$ cat src/rtl/sdram_seq_pkg.sv
package sdram_seq_pkg;

    // command codes driven on cmd_code
    typedef enum logic [2:0] {
        CMD_NOP  = 3'd0,
        CMD_PRE  = 3'd1,
        CMD_ACT  = 3'd2,
        CMD_RD   = 3'd3,
        CMD_WR   = 3'd4,
        CMD_PALL = 3'd5,
        CMD_REF  = 3'd6
    } cmd_e;

    // sequencer states; each non-idle state owns one pending command
    typedef enum logic [2:0] {
        ST_IDLE = 3'd0,
        ST_PRE  = 3'd1,
        ST_ACT  = 3'd2,
        ST_RW   = 3'd3,
        ST_PALL = 3'd4,
        ST_REF  = 3'd5
    } state_e;

    function automatic int imax(input int a, input int b);
        return (a > b) ? a : b;
    endfunction

    // shortest path for a request, chosen from the target bank's state
    function automatic state_e first_step(input logic refresh,
                                          input logic bank_open,
                                          input logic row_hit);
        if (refresh)
            return ST_PALL;
        else if (!bank_open)
            return ST_ACT;
        else if (row_hit)
            return ST_RW;
        else
            return ST_PRE;
    endfunction

    function automatic logic ends_request(input cmd_e c);
        return (c == CMD_RD) || (c == CMD_WR) || (c == CMD_REF);
    endfunction

endpackage

$ cat src/rtl/sdram_seq_delay.sv
module sdram_seq_delay #(
    parameter int CNT_W = 4
) (
    input  logic             clk,
    input  logic             sclr,
    input  logic             load,
    input  logic [CNT_W-1:0] load_val,
    output logic             expired
);
    logic [CNT_W-1:0] cnt_q;

    always_ff @(posedge clk) begin
        if (sclr)
            cnt_q <= '0;
        else if (load)
            cnt_q <= load_val;
        else if (cnt_q != '0)
            cnt_q <= cnt_q - 1'b1;
    end

    assign expired = (cnt_q == '0);
endmodule

$ cat src/rtl/sdram_seq_rowtab.sv
module sdram_seq_rowtab #(
    parameter int NUM_BANKS = 4,
    parameter int ROW_W     = 13,
    localparam int BANK_W   = $clog2(NUM_BANKS)
) (
    input  logic              clk,
    input  logic              sclr,
    // lookup for an incoming request
    input  logic [BANK_W-1:0] q_bank,
    input  logic [ROW_W-1:0]  q_row,
    output logic              q_open,
    output logic              q_hit,
    // updates from issued commands
    input  logic [BANK_W-1:0] u_bank,
    input  logic [ROW_W-1:0]  u_row,
    input  logic              u_act,
    input  logic              u_pre,
    input  logic              u_pall
);
    logic [NUM_BANKS-1:0] open_vec;
    logic [ROW_W-1:0]     row_arr [NUM_BANKS];

    for (genvar b = 0; b < NUM_BANKS; b++) begin : g_bank
        logic             open_b;
        logic [ROW_W-1:0] row_b;
        logic             sel_b;

        assign sel_b = (u_bank == BANK_W'(b));

        always_ff @(posedge clk) begin
            if (sclr || u_pall) begin
                open_b <= 1'b0;
            end else if (sel_b && u_pre) begin
                open_b <= 1'b0;
            end else if (sel_b && u_act) begin
                open_b <= 1'b1;
            end
        end

        always_ff @(posedge clk) begin
            if (sclr)
                row_b <= '0;
            else if (sel_b && u_act)
                row_b <= u_row;
        end

        assign open_vec[b] = open_b;
        assign row_arr[b]  = row_b;
    end

    assign q_open = open_vec[q_bank];
    assign q_hit  = q_open && (row_arr[q_bank] == q_row);
endmodule

$ cat src/rtl/sdram_seq_fsm.sv
module sdram_seq_fsm
    import sdram_seq_pkg::*;
#(
    parameter int NUM_BANKS = 4,
    localparam int BANK_W   = $clog2(NUM_BANKS)
) (
    input  logic                 clk,
    input  logic                 sclr,
    input  logic                 start,
    input  state_e               start_state,
    input  logic [BANK_W-1:0]    bank,
    input  logic                 write,
    input  logic                 cnt_expired,
    input  logic [NUM_BANKS-1:0] en_pre,
    input  logic [NUM_BANKS-1:0] en_act,
    input  logic [NUM_BANKS-1:0] en_rd,
    input  logic [NUM_BANKS-1:0] en_wr,
    input  logic                 en_pall,
    input  logic                 en_ref,
    output logic                 fire,
    output cmd_e                 code,
    output logic                 idle
);
    state_e state_q, state_d;

    always_comb begin
        state_d = state_q;
        fire    = 1'b0;
        code    = CMD_NOP;
        unique case (state_q)
            ST_IDLE: begin
                if (start)
                    state_d = start_state;
            end
            ST_PRE: begin
                if (cnt_expired && en_pre[bank]) begin
                    fire    = 1'b1;
                    code    = CMD_PRE;
                    state_d = ST_ACT;
                end
            end
            ST_ACT: begin
                if (cnt_expired && en_act[bank]) begin
                    fire    = 1'b1;
                    code    = CMD_ACT;
                    state_d = ST_RW;
                end
            end
            ST_RW: begin
                if (cnt_expired && (write ? en_wr[bank] : en_rd[bank])) begin
                    fire    = 1'b1;
                    code    = write ? CMD_WR : CMD_RD;
                    state_d = ST_IDLE;
                end
            end
            ST_PALL: begin
                if (cnt_expired && en_pall) begin
                    fire    = 1'b1;
                    code    = CMD_PALL;
                    state_d = ST_REF;
                end
            end
            ST_REF: begin
                if (cnt_expired && en_ref) begin
                    fire    = 1'b1;
                    code    = CMD_REF;
                    state_d = ST_IDLE;
                end
            end
            default: state_d = ST_IDLE;
        endcase
    end

    always_ff @(posedge clk) begin
        if (sclr)
            state_q <= ST_IDLE;
        else
            state_q <= state_d;
    end

    assign idle = (state_q == ST_IDLE);
endmodule

$ cat src/rtl/sdram_cmd_seq.sv
module sdram_cmd_seq
    import sdram_seq_pkg::*;
#(
    parameter int NUM_BANKS = 4,
    parameter int ROW_W     = 13,
    parameter int COL_W     = 10,
    parameter int BURST_W   = 3,
    parameter int TRP       = 3,
    parameter int TRCD      = 2,
    parameter int TRFC      = 6,
    localparam int BANK_W   = $clog2(NUM_BANKS),
    localparam int ADDR_W   = (ROW_W > COL_W) ? ROW_W : COL_W
) (
    input  logic                 clk,
    input  logic                 rst,
    input  logic                 clr,
    input  logic                 req_valid,
    output logic                 req_ready,
    input  logic                 req_refresh,
    input  logic                 req_write,
    input  logic [BANK_W-1:0]    req_bank,
    input  logic [ROW_W-1:0]     req_row,
    input  logic [COL_W-1:0]     req_col,
    input  logic [BURST_W-1:0]   req_burst,
    input  logic [NUM_BANKS-1:0] en_pre,
    input  logic [NUM_BANKS-1:0] en_act,
    input  logic [NUM_BANKS-1:0] en_rd,
    input  logic [NUM_BANKS-1:0] en_wr,
    input  logic                 en_pall,
    input  logic                 en_ref,
    output logic                 cmd_valid,
    output logic [2:0]           cmd_code,
    output logic [BANK_W-1:0]    cmd_bank,
    output logic [ADDR_W-1:0]    cmd_addr,
    output logic [BURST_W-1:0]   cmd_burst,
    output logic                 done
);
    localparam int T_MAX = imax(imax(TRP, TRCD), TRFC);
    localparam int CNT_W = $clog2(T_MAX + 1);

    typedef struct packed {
        logic               refresh;
        logic               write;
        logic [BANK_W-1:0]  bank;
        logic [ROW_W-1:0]   row;
        logic [COL_W-1:0]   col;
        logic [BURST_W-1:0] burst;
    } req_t;

    logic             sclr;
    logic             accept;
    req_t             req_q;
    logic             q_open, q_hit;
    state_e           start_state;
    logic             fire, idle, cnt_expired;
    cmd_e             code;
    logic             load;
    logic [CNT_W-1:0] load_val;

    assign sclr   = rst | clr;
    assign accept = req_valid & req_ready;

    // capture the request the sequencer works on
    always_ff @(posedge clk) begin
        if (sclr)
            req_q <= '0;
        else if (accept)
            req_q <= '{refresh: req_refresh, write: req_write, bank: req_bank,
                       row: req_row, col: req_col, burst: req_burst};
    end

    sdram_seq_rowtab #(
        .NUM_BANKS (NUM_BANKS),
        .ROW_W     (ROW_W)
    ) u_rowtab (
        .clk    (clk),
        .sclr   (sclr),
        .q_bank (req_bank),
        .q_row  (req_row),
        .q_open (q_open),
        .q_hit  (q_hit),
        .u_bank (req_q.bank),
        .u_row  (req_q.row),
        .u_act  (fire && code == CMD_ACT),
        .u_pre  (fire && code == CMD_PRE),
        .u_pall (fire && code == CMD_PALL)
    );

    assign start_state = first_step(req_refresh, q_open, q_hit);

    sdram_seq_fsm #(
        .NUM_BANKS (NUM_BANKS)
    ) u_fsm (
        .clk         (clk),
        .sclr        (sclr),
        .start       (accept),
        .start_state (start_state),
        .bank        (req_q.bank),
        .write       (req_q.write),
        .cnt_expired (cnt_expired),
        .en_pre      (en_pre),
        .en_act      (en_act),
        .en_rd       (en_rd),
        .en_wr       (en_wr),
        .en_pall     (en_pall),
        .en_ref      (en_ref),
        .fire        (fire),
        .code        (code),
        .idle        (idle)
    );

    // the wait that follows each issued command
    always_comb begin
        load     = 1'b0;
        load_val = '0;
        if (fire) begin
            unique case (code)
                CMD_PRE, CMD_PALL: begin load = 1'b1; load_val = CNT_W'(TRP - 1);  end
                CMD_ACT:           begin load = 1'b1; load_val = CNT_W'(TRCD - 1); end
                CMD_REF:           begin load = 1'b1; load_val = CNT_W'(TRFC - 1); end
                default:           begin load = 1'b0; load_val = '0;               end
            endcase
        end
    end

    sdram_seq_delay #(
        .CNT_W (CNT_W)
    ) u_delay (
        .clk      (clk),
        .sclr     (sclr),
        .load     (load),
        .load_val (load_val),
        .expired  (cnt_expired)
    );

    assign req_ready = idle & cnt_expired;
    assign cmd_valid = fire;
    assign cmd_code  = code;
    assign done      = fire & ends_request(code);

    always_comb begin
        cmd_bank  = '0;
        cmd_addr  = '0;
        cmd_burst = '0;
        unique case (code)
            CMD_PRE: cmd_bank = req_q.bank;
            CMD_ACT: begin
                cmd_bank = req_q.bank;
                cmd_addr = ADDR_W'(req_q.row);
            end
            CMD_RD, CMD_WR: begin
                cmd_bank  = req_q.bank;
                cmd_addr  = ADDR_W'(req_q.col);
                cmd_burst = req_q.burst;
            end
            default: ;
        endcase
    end
endmodule

$ cat config.mk
export PLATFORM = sky130hd
export DESIGN_NAME = sdram_cmd_seq
export DESIGN_NICKNAME = d
export VERILOG_FILES = /design/src/rtl/sdram_seq_pkg.sv /design/src/rtl/sdram_seq_delay.sv /design/src/rtl/sdram_seq_rowtab.sv /design/src/rtl/sdram_seq_fsm.sv /design/src/rtl/sdram_cmd_seq.sv
export SDC_FILE = /design/constraint.sdc
export NUM_CORES = 1
export LEC_CHECK = 0
export BUFFER_PORTS_ARGS = -buffer_cell sky130_fd_sc_hd__buf_2
export CORE_MARGIN = 2
export CORE_UTILIZATION = 50
export DETAILED_ROUTE_END_ITERATION = 10
export GPL_TIMING_DRIVEN = 0
export HOLD_SLACK_MARGIN = 0.02
export PLACE_DENSITY = 0.72
export RECOVER_POWER = 25
export SLEW_MARGIN = 15
export SYNTH_ARGS = -nofsm -noshare
export SYNTH_HDL_FRONTEND = slang
export SYNTH_SLANG_ARGS = --single-unit
$ cat constraint.sdc
create_clock -name clk -period 7.9 [get_ports clk]
set_input_delay 1.58 -clock clk [delete_from_list [all_inputs] [get_ports clk]]
set_output_delay 1.58 -clock clk [all_outputs]
set_load 0.03 [all_outputs]
==> results of run 1 <==
[where the power goes]
group          internal (µW)  leakage, µW  switching [µW]
Combinational           40.8      0.00153            71.7
Clock                    176    0.0000988             157
Sequential               466     0.000735            6.12
[per-stage QoR]
stage | cell area (µm²) | worst slack [ns]
finish | 5510 | 1.96
global route | 5510 | 1.77
CTS | 5510 | 1.99
detailed placement | 5310 | 2.00
global placement | 5310 | 2.04
floorplan | 4780 | 2.27
[layout by cell type, fill, tap and decap left out, drive strengths merged, types with 2 or more instances in the layout]
master	instances
nor4	4
a221oi	4
clkbuf	31
nand2	131
and2b	2
a2bb2oi	2
or2	2
nor3b	2
o211ai	4
inv	10
o21ai	11
a21o	3
buf	86
bufinv	2
nand2b	3
ha	7
and3	2
a21oi	42
or4	2
a22o	10
mux4	17
nor3	5
o21a	2
dfxtp	91
nand3	2
nor2	8
xnor2	2
nand4	2
and3b	3
a31o	2
or3	2
xor2	12
mux2i	59
and2	8
a211oi	3
a31oi	2
[critical path, cell delays in order]
cell	delay, ns
buf_2	0.07
mux4_2	0.26
a2bb2oi_4	0.32
nand2_1	0.09
nor3_1	0.36
o21a_1	0.27
ha_1	0.25
o41ai_1	0.15
a21oi_4	0.34
buf_2	0.29
a22o_1	0.17
buf_2	0.19
[Yosys cell counts (all sizes together) (2+ instances only)]
master / instances / area (µm²)
or3: 2 / 12.5
a2bb2oi: 2 / 35.0
a31o: 2 / 26.3
mux2i: 59 / 591
or4: 2 / 18.8
nand4: 2 / 12.5
o211ai: 4 / 71.3
ha: 7 / 87.6
nor3b: 2 / 15.0
o21a: 2 / 15.0
or2: 2 / 12.5
xnor2: 2 / 17.5
nand2: 131 / 492
and2b: 2 / 15.0
a21oi: 42 / 248
nand2b: 3 / 26.3
buf: 14 / 120
and2: 8 / 50.1
nor3: 5 / 25.0
nor2: 8 / 30.0
xor2: 12 / 105
mux4: 17 / 383
a22o: 10 / 87.6
a221oi: 4 / 41.3
a31oi: 2 / 18.8
dfxtp: 91 / 1820
o21ai: 11 / 55.1
inv: 9 / 33.8
and3b: 3 / 26.3
and3: 2 / 17.5
nand3: 2 / 10.0
nor4: 4 / 25.0
clkbuf: 20 / 75.1
a211oi: 3 / 27.5
a21o: 3 / 22.5
[kinds of logic (layout without fill, tap and decap cells)]
kind of cell,count (synthesis),count (layout)
compound gates,93,93
xor+xnor,14,14
fa+ha+maj,7,7
buf+inv,43,130
flops,91,91
mux,77,77
simple gates,180,180
[area by class of cell]
cell class | count | area, µm²
flip-flops and latches | 91 | 1820
inverters | 9 | 33.8
clock inverters | 4 | 76.3
plain buffers | 34 | 195
multi-input cells | 371 | 2730
well taps | 129 | 161
fillers | 829 | 3730
clock buffers | 10 | 128
repair buffers | 73 | 365
[flip-flops by register name, indices dropped and copies added, names as in the netlist]
| register | count |
|---|---|
| u_rowtab.g_bank.open_b | 4 |
| u_fsm.state_q | 3 |
| u_rowtab.g_bank.row_b | 52 |
| u_delay.cnt_q | 3 |
| req_q | 29 |
[metal layers]
| metal | track usage [%] | wire length (µm) |
|---|---|---|
| met5 | 0 | 0 |
| met4 | 6.34 | 117 |
| met3 | 3.93 | 668 |
| met2 | 40.6 | 5900 |
| met1 | 32.9 | 5650 |
[worst paths after layout]
path	cells after the start	end
worst max-delay path	12	cmd_addr[8]
worst min-delay path	2	req_q[11]
worst max register to register	13	u_rowtab.g_bank[2].row_b[5]
worst min register to register	2	req_q[11]
==> out/summary.txt, run 1 <==
Status = complete, no violations
Sequential area share after synthesis = 38.1%
Final setup viols = 0
Startpoint types = input port
Die area = 10400 µm²
Syn Inst Count = 505
Ys async rst share = 0%
Post-synth top flop = dfxtp_1
Initial antenna violation count = 0
IO Port Bufs = 73
Aggregate routed wire length = 12.3 mm
Relative slew slack = 50.8%
Synth Area in XOR/XNOR = 2.57%
First-pass GRT wire length = 19.3 mm
DRT iter0 DRCs = 249
CP endpoint kind = primary output
Die Width = 102 µm
Hold_sp = req_q[11]
LEAKAGE = 0.00236 µW
Placed Cells = 707
RSZ-0062 raised after global routing = no
Largest net degree at the start of global routing = 15
Share of layout cells above drive strength 1 = 23.0%
Largest family of logic cells by synthesized area = multiplexers
Clock transition at path regs = 0.08 ns
DP Wirelength = 9.21 mm
TritonCTS Buffers = 9
Flop2flop setup slack = 4.38 ns
Number of global-route vias before repair = 3819
Max Freq = 168 MHz
Clk_lat worst skew = 0.36 ns
CTS tree = done
Final worst path period need = 5.94 ns
Antenna Nets Post-Route = 0
GPL Wtd Cong = 0.826
Yosys reg bits = 91
DR WL/cell = 17.1 µm
Hold_ws = 0.462 ns
Row count = 35
HP Class = reg2reg
Initial Utilization = 51.7%
Mapped Area = 4780 µm²
Reg2reg start = u_delay.cnt_q[0]
GR Util All Layers = 24.3%
Core area = 9240 µm²
Synth warn = 0
Final Core Density = 59.6%
Area Overhead vs Synth = 15.3%
Max Slew Vio Count = 0
Clk buf depth = 2
Vias after detailed routing = 4060
Non-filler cells, final = 721
Post-CTS sizing = 0
Crit. Startpoint = en_rd[3]
CP Data Required Time = 6.32 ns
Area share of and/or/nand/nor cells after synthesis = 16.8%
Distinct cells, synth = 62
# IOs = 76
H-Tree Depth = 3
Diode count = 0
# clock sinks = 91
Avg Inst Size Synth = 9.46 µm²
Max Cap Viol = 0
Chip height = 102 µm
Number of buffers added for setup after CTS = 0
Final Hold Vio Count = 0
DR DRC count = 0
Net Count, Synth = 564
Drt first pass iters = 5
Adder-cell area share of the yosys netlist = 1.83%
Multiplexer share of the synthesized area = 20.7%
Worst Tran Pin Value = 0.738 ns
Worst-case clock skew = 0.0103 ns
Total power draw = 918 µW
Fin nets = 648
Pwr per Cell Area = 167 nW/µm²
Compound-Gate Fraction of Synth Area = 15.2%
Post-route clock period utilization = 75.2%
Post-CTS Hold Fix Bufs = 0
Worst ir drop on vdd = 109 µV
WS Path Type = in2out
Via density = 5.63
Clock Tree Root = clkbuf_8
Number of synthesized flops with an enable pin = 0
Gr ovfl total = 0
Fin Setup TNS = 0 ns
Crit path max fanout = 10
Data arrival, critical path = 4.36 ns
(Power assumes the default switching activity.)
==> run 2, diff against run 1 <==
Settings changed: ABC_AREA from default to 1, PLACE_DENSITY 0.72 to 0.75.
Clock period 7.9 ns to 5.05 ns, I/O delays scaled along.
==> run 2 against run 1 <==
Effect of this change:
- worst setup slack got worse by 1.6 ns
- critical path depth rose by 2
- sequential power rose by 60%
- sequential share of layout area rose by 0.12 points
- final area fell by 0.36%
- die area fell by 0.68%
- critical path type is now reg2out
- critical endpoint unchanged
==> out/summary.txt, run 2 <==
GPL Wtd Cong = 0.887 (+7.3%)
Pwr per Cell Area = 277 nW/µm² (+67%)
Drt first pass iters = 5 (unchanged)
TritonCTS Buffers = 9 (unchanged)
Max Cap Viol = 0 (unchanged)
# IOs = 76 (unchanged)
# clock sinks = 91 (unchanged)
Area share of and/or/nand/nor cells after synthesis = 32.5% (+16 points)
Met3 Track Usage GR = 3.93% (unchanged)
Worst ir drop on vdd = 184 µV (+69%)
Aggregate routed wire length = 14.3 mm (+16%)
Synth Area in XOR/XNOR = 0.369% (-2.2 points)
Max Slew Vio Count = 0 (unchanged)
HP Class = reg2reg
H-Tree Depth = 3 (unchanged)
Most frequent cells after synthesis = 187 x nand2_1, 94 x nand3_1, 93 x a21oi_1
DP Wirelength = 10.8 mm (+17%)
Gr busiest metal = met2
Most flop-heavy register = u_rowtab.g_bank.row_b
Number of global-route vias before repair = 4700 (+23%)
Post-CTS Hold Fix Bufs = 0 (unchanged)
Clock Tree Root = clkbuf_8
Multiplexer share of the synthesized area = 0% (-21 points)
Syn Inst Count = 710 (+41%)
Worst-case clock skew = 0.00992 ns (-0.000366 ns)
IO Port Bufs = 74 (+1.4%)
Relative slew slack = 57.3% (+6.5 points)
GR Util All Layers = 28.5% (+4.1 points)
Gr ovfl total = 0 (unchanged)
Clk_lat worst skew = 0.37 ns (about the same)
Worst setup margin = 0.398 ns (-1.56 ns)
First-pass GRT wire length = 23.0 mm (+19%)
DR WL/cell = 15.4 µm (-10%)
M2 GR Usage = 46.3% (+5.6 points)
Area Overhead vs Synth = 15.7%
Die Width = 101 µm (-0.34%)
Largest registers = u_rowtab.g_bank.row_b: 52 flops, req_q: 29 flops, u_rowtab.g_bank.open_b: 4 flops
CTS tree = done
Reg2reg start = u_delay.cnt_q[0]
Final setup viols = 0 (unchanged)
Die area = 10300 µm² (-0.68%)
Chip height = 101 µm (-0.34%)
Ys async rst share = 0% (unchanged)
Synth warn = 0 (unchanged)
Share of layout cells above drive strength 1 = 15.0% (-8.0 points)
Crit. Startpoint = u_delay.cnt_q[0]
Max reg flops = 52 (unchanged)
Crit path max fanout = 10 (unchanged)
Number of synthesized flops with an enable pin = 0 (unchanged)
M1 GR Usage = 38.9% (+6.1 points)
Net Count, Synth = 769 (+36%)
Yosys reg bits = 91 (unchanged)
Diode count = 0 (unchanged)
Pre-CTS setup slack = 0.740 ns (-1.26 ns)
Fin Setup TNS = 0 ns (unchanged)
Hold_sp = u_rowtab.g_bank[0].open_b
Most frequent cell after synthesis = nand2_1
Mapped Area = 4750 µm² (-0.71%)
Row count = 35 (unchanged)
Compound-Gate Fraction of Synth Area = 16.4% (+1.2 points)
Number of buffers added for setup after CTS = 0 (unchanged)
Sequential area share after synthesis = 38.4% (+0.27 points)
Synth top area share = 38.4% (+0.27 points)
Placed Cells = 913 (+29%)
Fin nets = 854 (+32%)
Clock transition at path regs = 0.10 ns (+0.02 ns)
Post-route clock period utilization = 92.1%
Non-filler cells, final = 929 (+29%)
Startpoint types = register
Initial antenna violation count = 0 (unchanged)
Antenna Nets Post-Route = 0 (unchanged)
Distinct cells, synth = 31 (-50%)
Most frequent cells in the layout = 187 x nand2_1, 94 x nand3_1, 93 x a21oi_1, 91 x dfxtp_1, 76 x buf_2
Largest family of logic cells by synthesized area = simple AND/OR/NAND/NOR gates
Data arrival, critical path = 3.64 ns (-0.72 ns)
Worst Tran Pin Value = 0.640 ns (-0.0982 ns)
Post-CTS sizing = 0 (unchanged)
Vias after detailed routing = 5064 (+25%)
Clk buf depth = 2 (unchanged)
Largest net degree at the start of global routing = 19 (+4)
Adder-cell area share of the yosys netlist = 1.85% (+0.013 points)
Area contributors post-synth = dfxtp_1 38%, nand2_1 15%, nand3_1 9.9%, a21oi_1 9.8%, inv_1 5.5%
RSZ-0062 raised after global routing = no
CP endpoint kind = primary output
LEAKAGE = 0.00217 µW (-8.1%)
DR DRC count = 0 (unchanged)
Via density = 5.45 (-3.2%)
Yosys top cell by area = dfxtp_1
DRT iter0 DRCs = 413 (+66%)
Final Hold Vio Count = 0 (unchanged)
Total power draw = 1520 µW (+66%)
Initial Utilization = 51.4% (-0.37 points)
WS Path Type = reg2out
Most common cell after layout, fill and taps aside = nand2_1
Core area = 9240 µm² (unchanged)
CP Data Required Time = 4.04 ns (-2.28 ns)
Status = complete, no violations
Final worst path period need = 4.65 ns
Max Freq = 215 MHz
Post-synth top flop = dfxtp_1
Avg Inst Size Synth = 6.68 µm² (-29%)
==> run 2: cell types whose count changed after synthesis, moves of 7 or more <==
cell	before	now
a22o_1	10	0
nand3b_1	0	9
inv_1	9	69
mux4_2	17	0
a21oi_1	38	93
nand3_1	2	94
nor2_1	8	35
o21ai_0	10	35
and2_1	8	0
mux2i_1	59	0
o22ai_1	0	11
clkbuf_1	20	27
xor2_1	12	1
nand2_1	131	187
==> run 2: final cells by class <==
| type | count | area [µm²] |
|---|---|---|
| well taps | 129 | 161 |
| fillers | 895 | 3750 |
| plain buffers | 41 | 224 |
| inverters | 73 | 274 |
| clock buffers | 9 | 124 |
| flip-flops and latches | 91 | 1820 |
| clock inverters | 7 | 90.1 |
| multi-input cells | 505 | 2420 |
| repair buffers | 74 | 370 |
==> run 2: final timing paths <==
kind,end,slack (ns),cells past startpoint
setup / recovery,cmd_addr[8],0.40,14
hold / removal,u_rowtab.g_bank[0].open_b,0.45,2
setup reg to reg,u_rowtab.g_bank[0].row_b[6],1.74,16
hold reg to reg,u_rowtab.g_bank[0].open_b,0.45,2
==> run 2: metrics by stage <==
stage | hold WS, ns | util, % | cell area [µm²]
2_1_floorplan | 0.422 | - | 4750
3_3_place_gp | 0.436 | 57.1 | 5280
3_5_place_dp | 0.441 | 57.1 | 5280
4_1_cts | 0.454 | 59.4 | 5490
5_1_grt | 0.484 | 59.4 | 5490
6_report | 0.454 | 59.4 | 5490
==> run 2: logic make-up (layout without fill, tap and decap cells) <==
| family | after synthesis | in the layout |
|---|---|---|
| adder cells (fa/ha/maj) | 7 | 7 |
| buffers and inverters | 114 | 204 |
| AND/OR/NAND/NOR | 348 | 348 |
| flip-flops | 91 | 91 |
| XOR/XNOR | 2 | 2 |
| AO/OA/AOI/OAI | 148 | 148 |
==> run 2: routing by layer <==
layer | part of all wire, % | up-vias | wire length, µm
met5 | 0 | - | 0
met4 | 2.2 | 0 | 308
met3 | 9.7 | 33 | 1380
met2 | 45 | 277 | 6440
met1 | 43 | 2257 | 6140
li1 | - | 2497 | -
==> run 2: worst max-delay path: stages, from the launching register on <==
cell,delay [ns]
dfxtp_1,0.31
inv_1,0.12
ha_1,0.17
inv_1,0.03
or2_2,0.26
clkbuf_1,0.22
inv_1,0.25
nand3_1,0.17
a31oi_1,0.41
inv_1,0.13
ha_1,0.27
nand2_2,0.15
clkbuf_1,0.42
o22ai_1,0.16
buf_2,0.20
==> run 2: report_power, final <==
| part | switching (µW) | total (µW) | leakage, µW | internal (µW) |
|---|---|---|---|---|
| clock network | 292 | 533 | 0.000108 | 241 |
| logic | 164 | 233 | 0.00133 | 68.7 |
| registers | 20.7 | 757 | 0.000736 | 737 |
| total | 477 | 1520 | 0.00217 | 1050 |
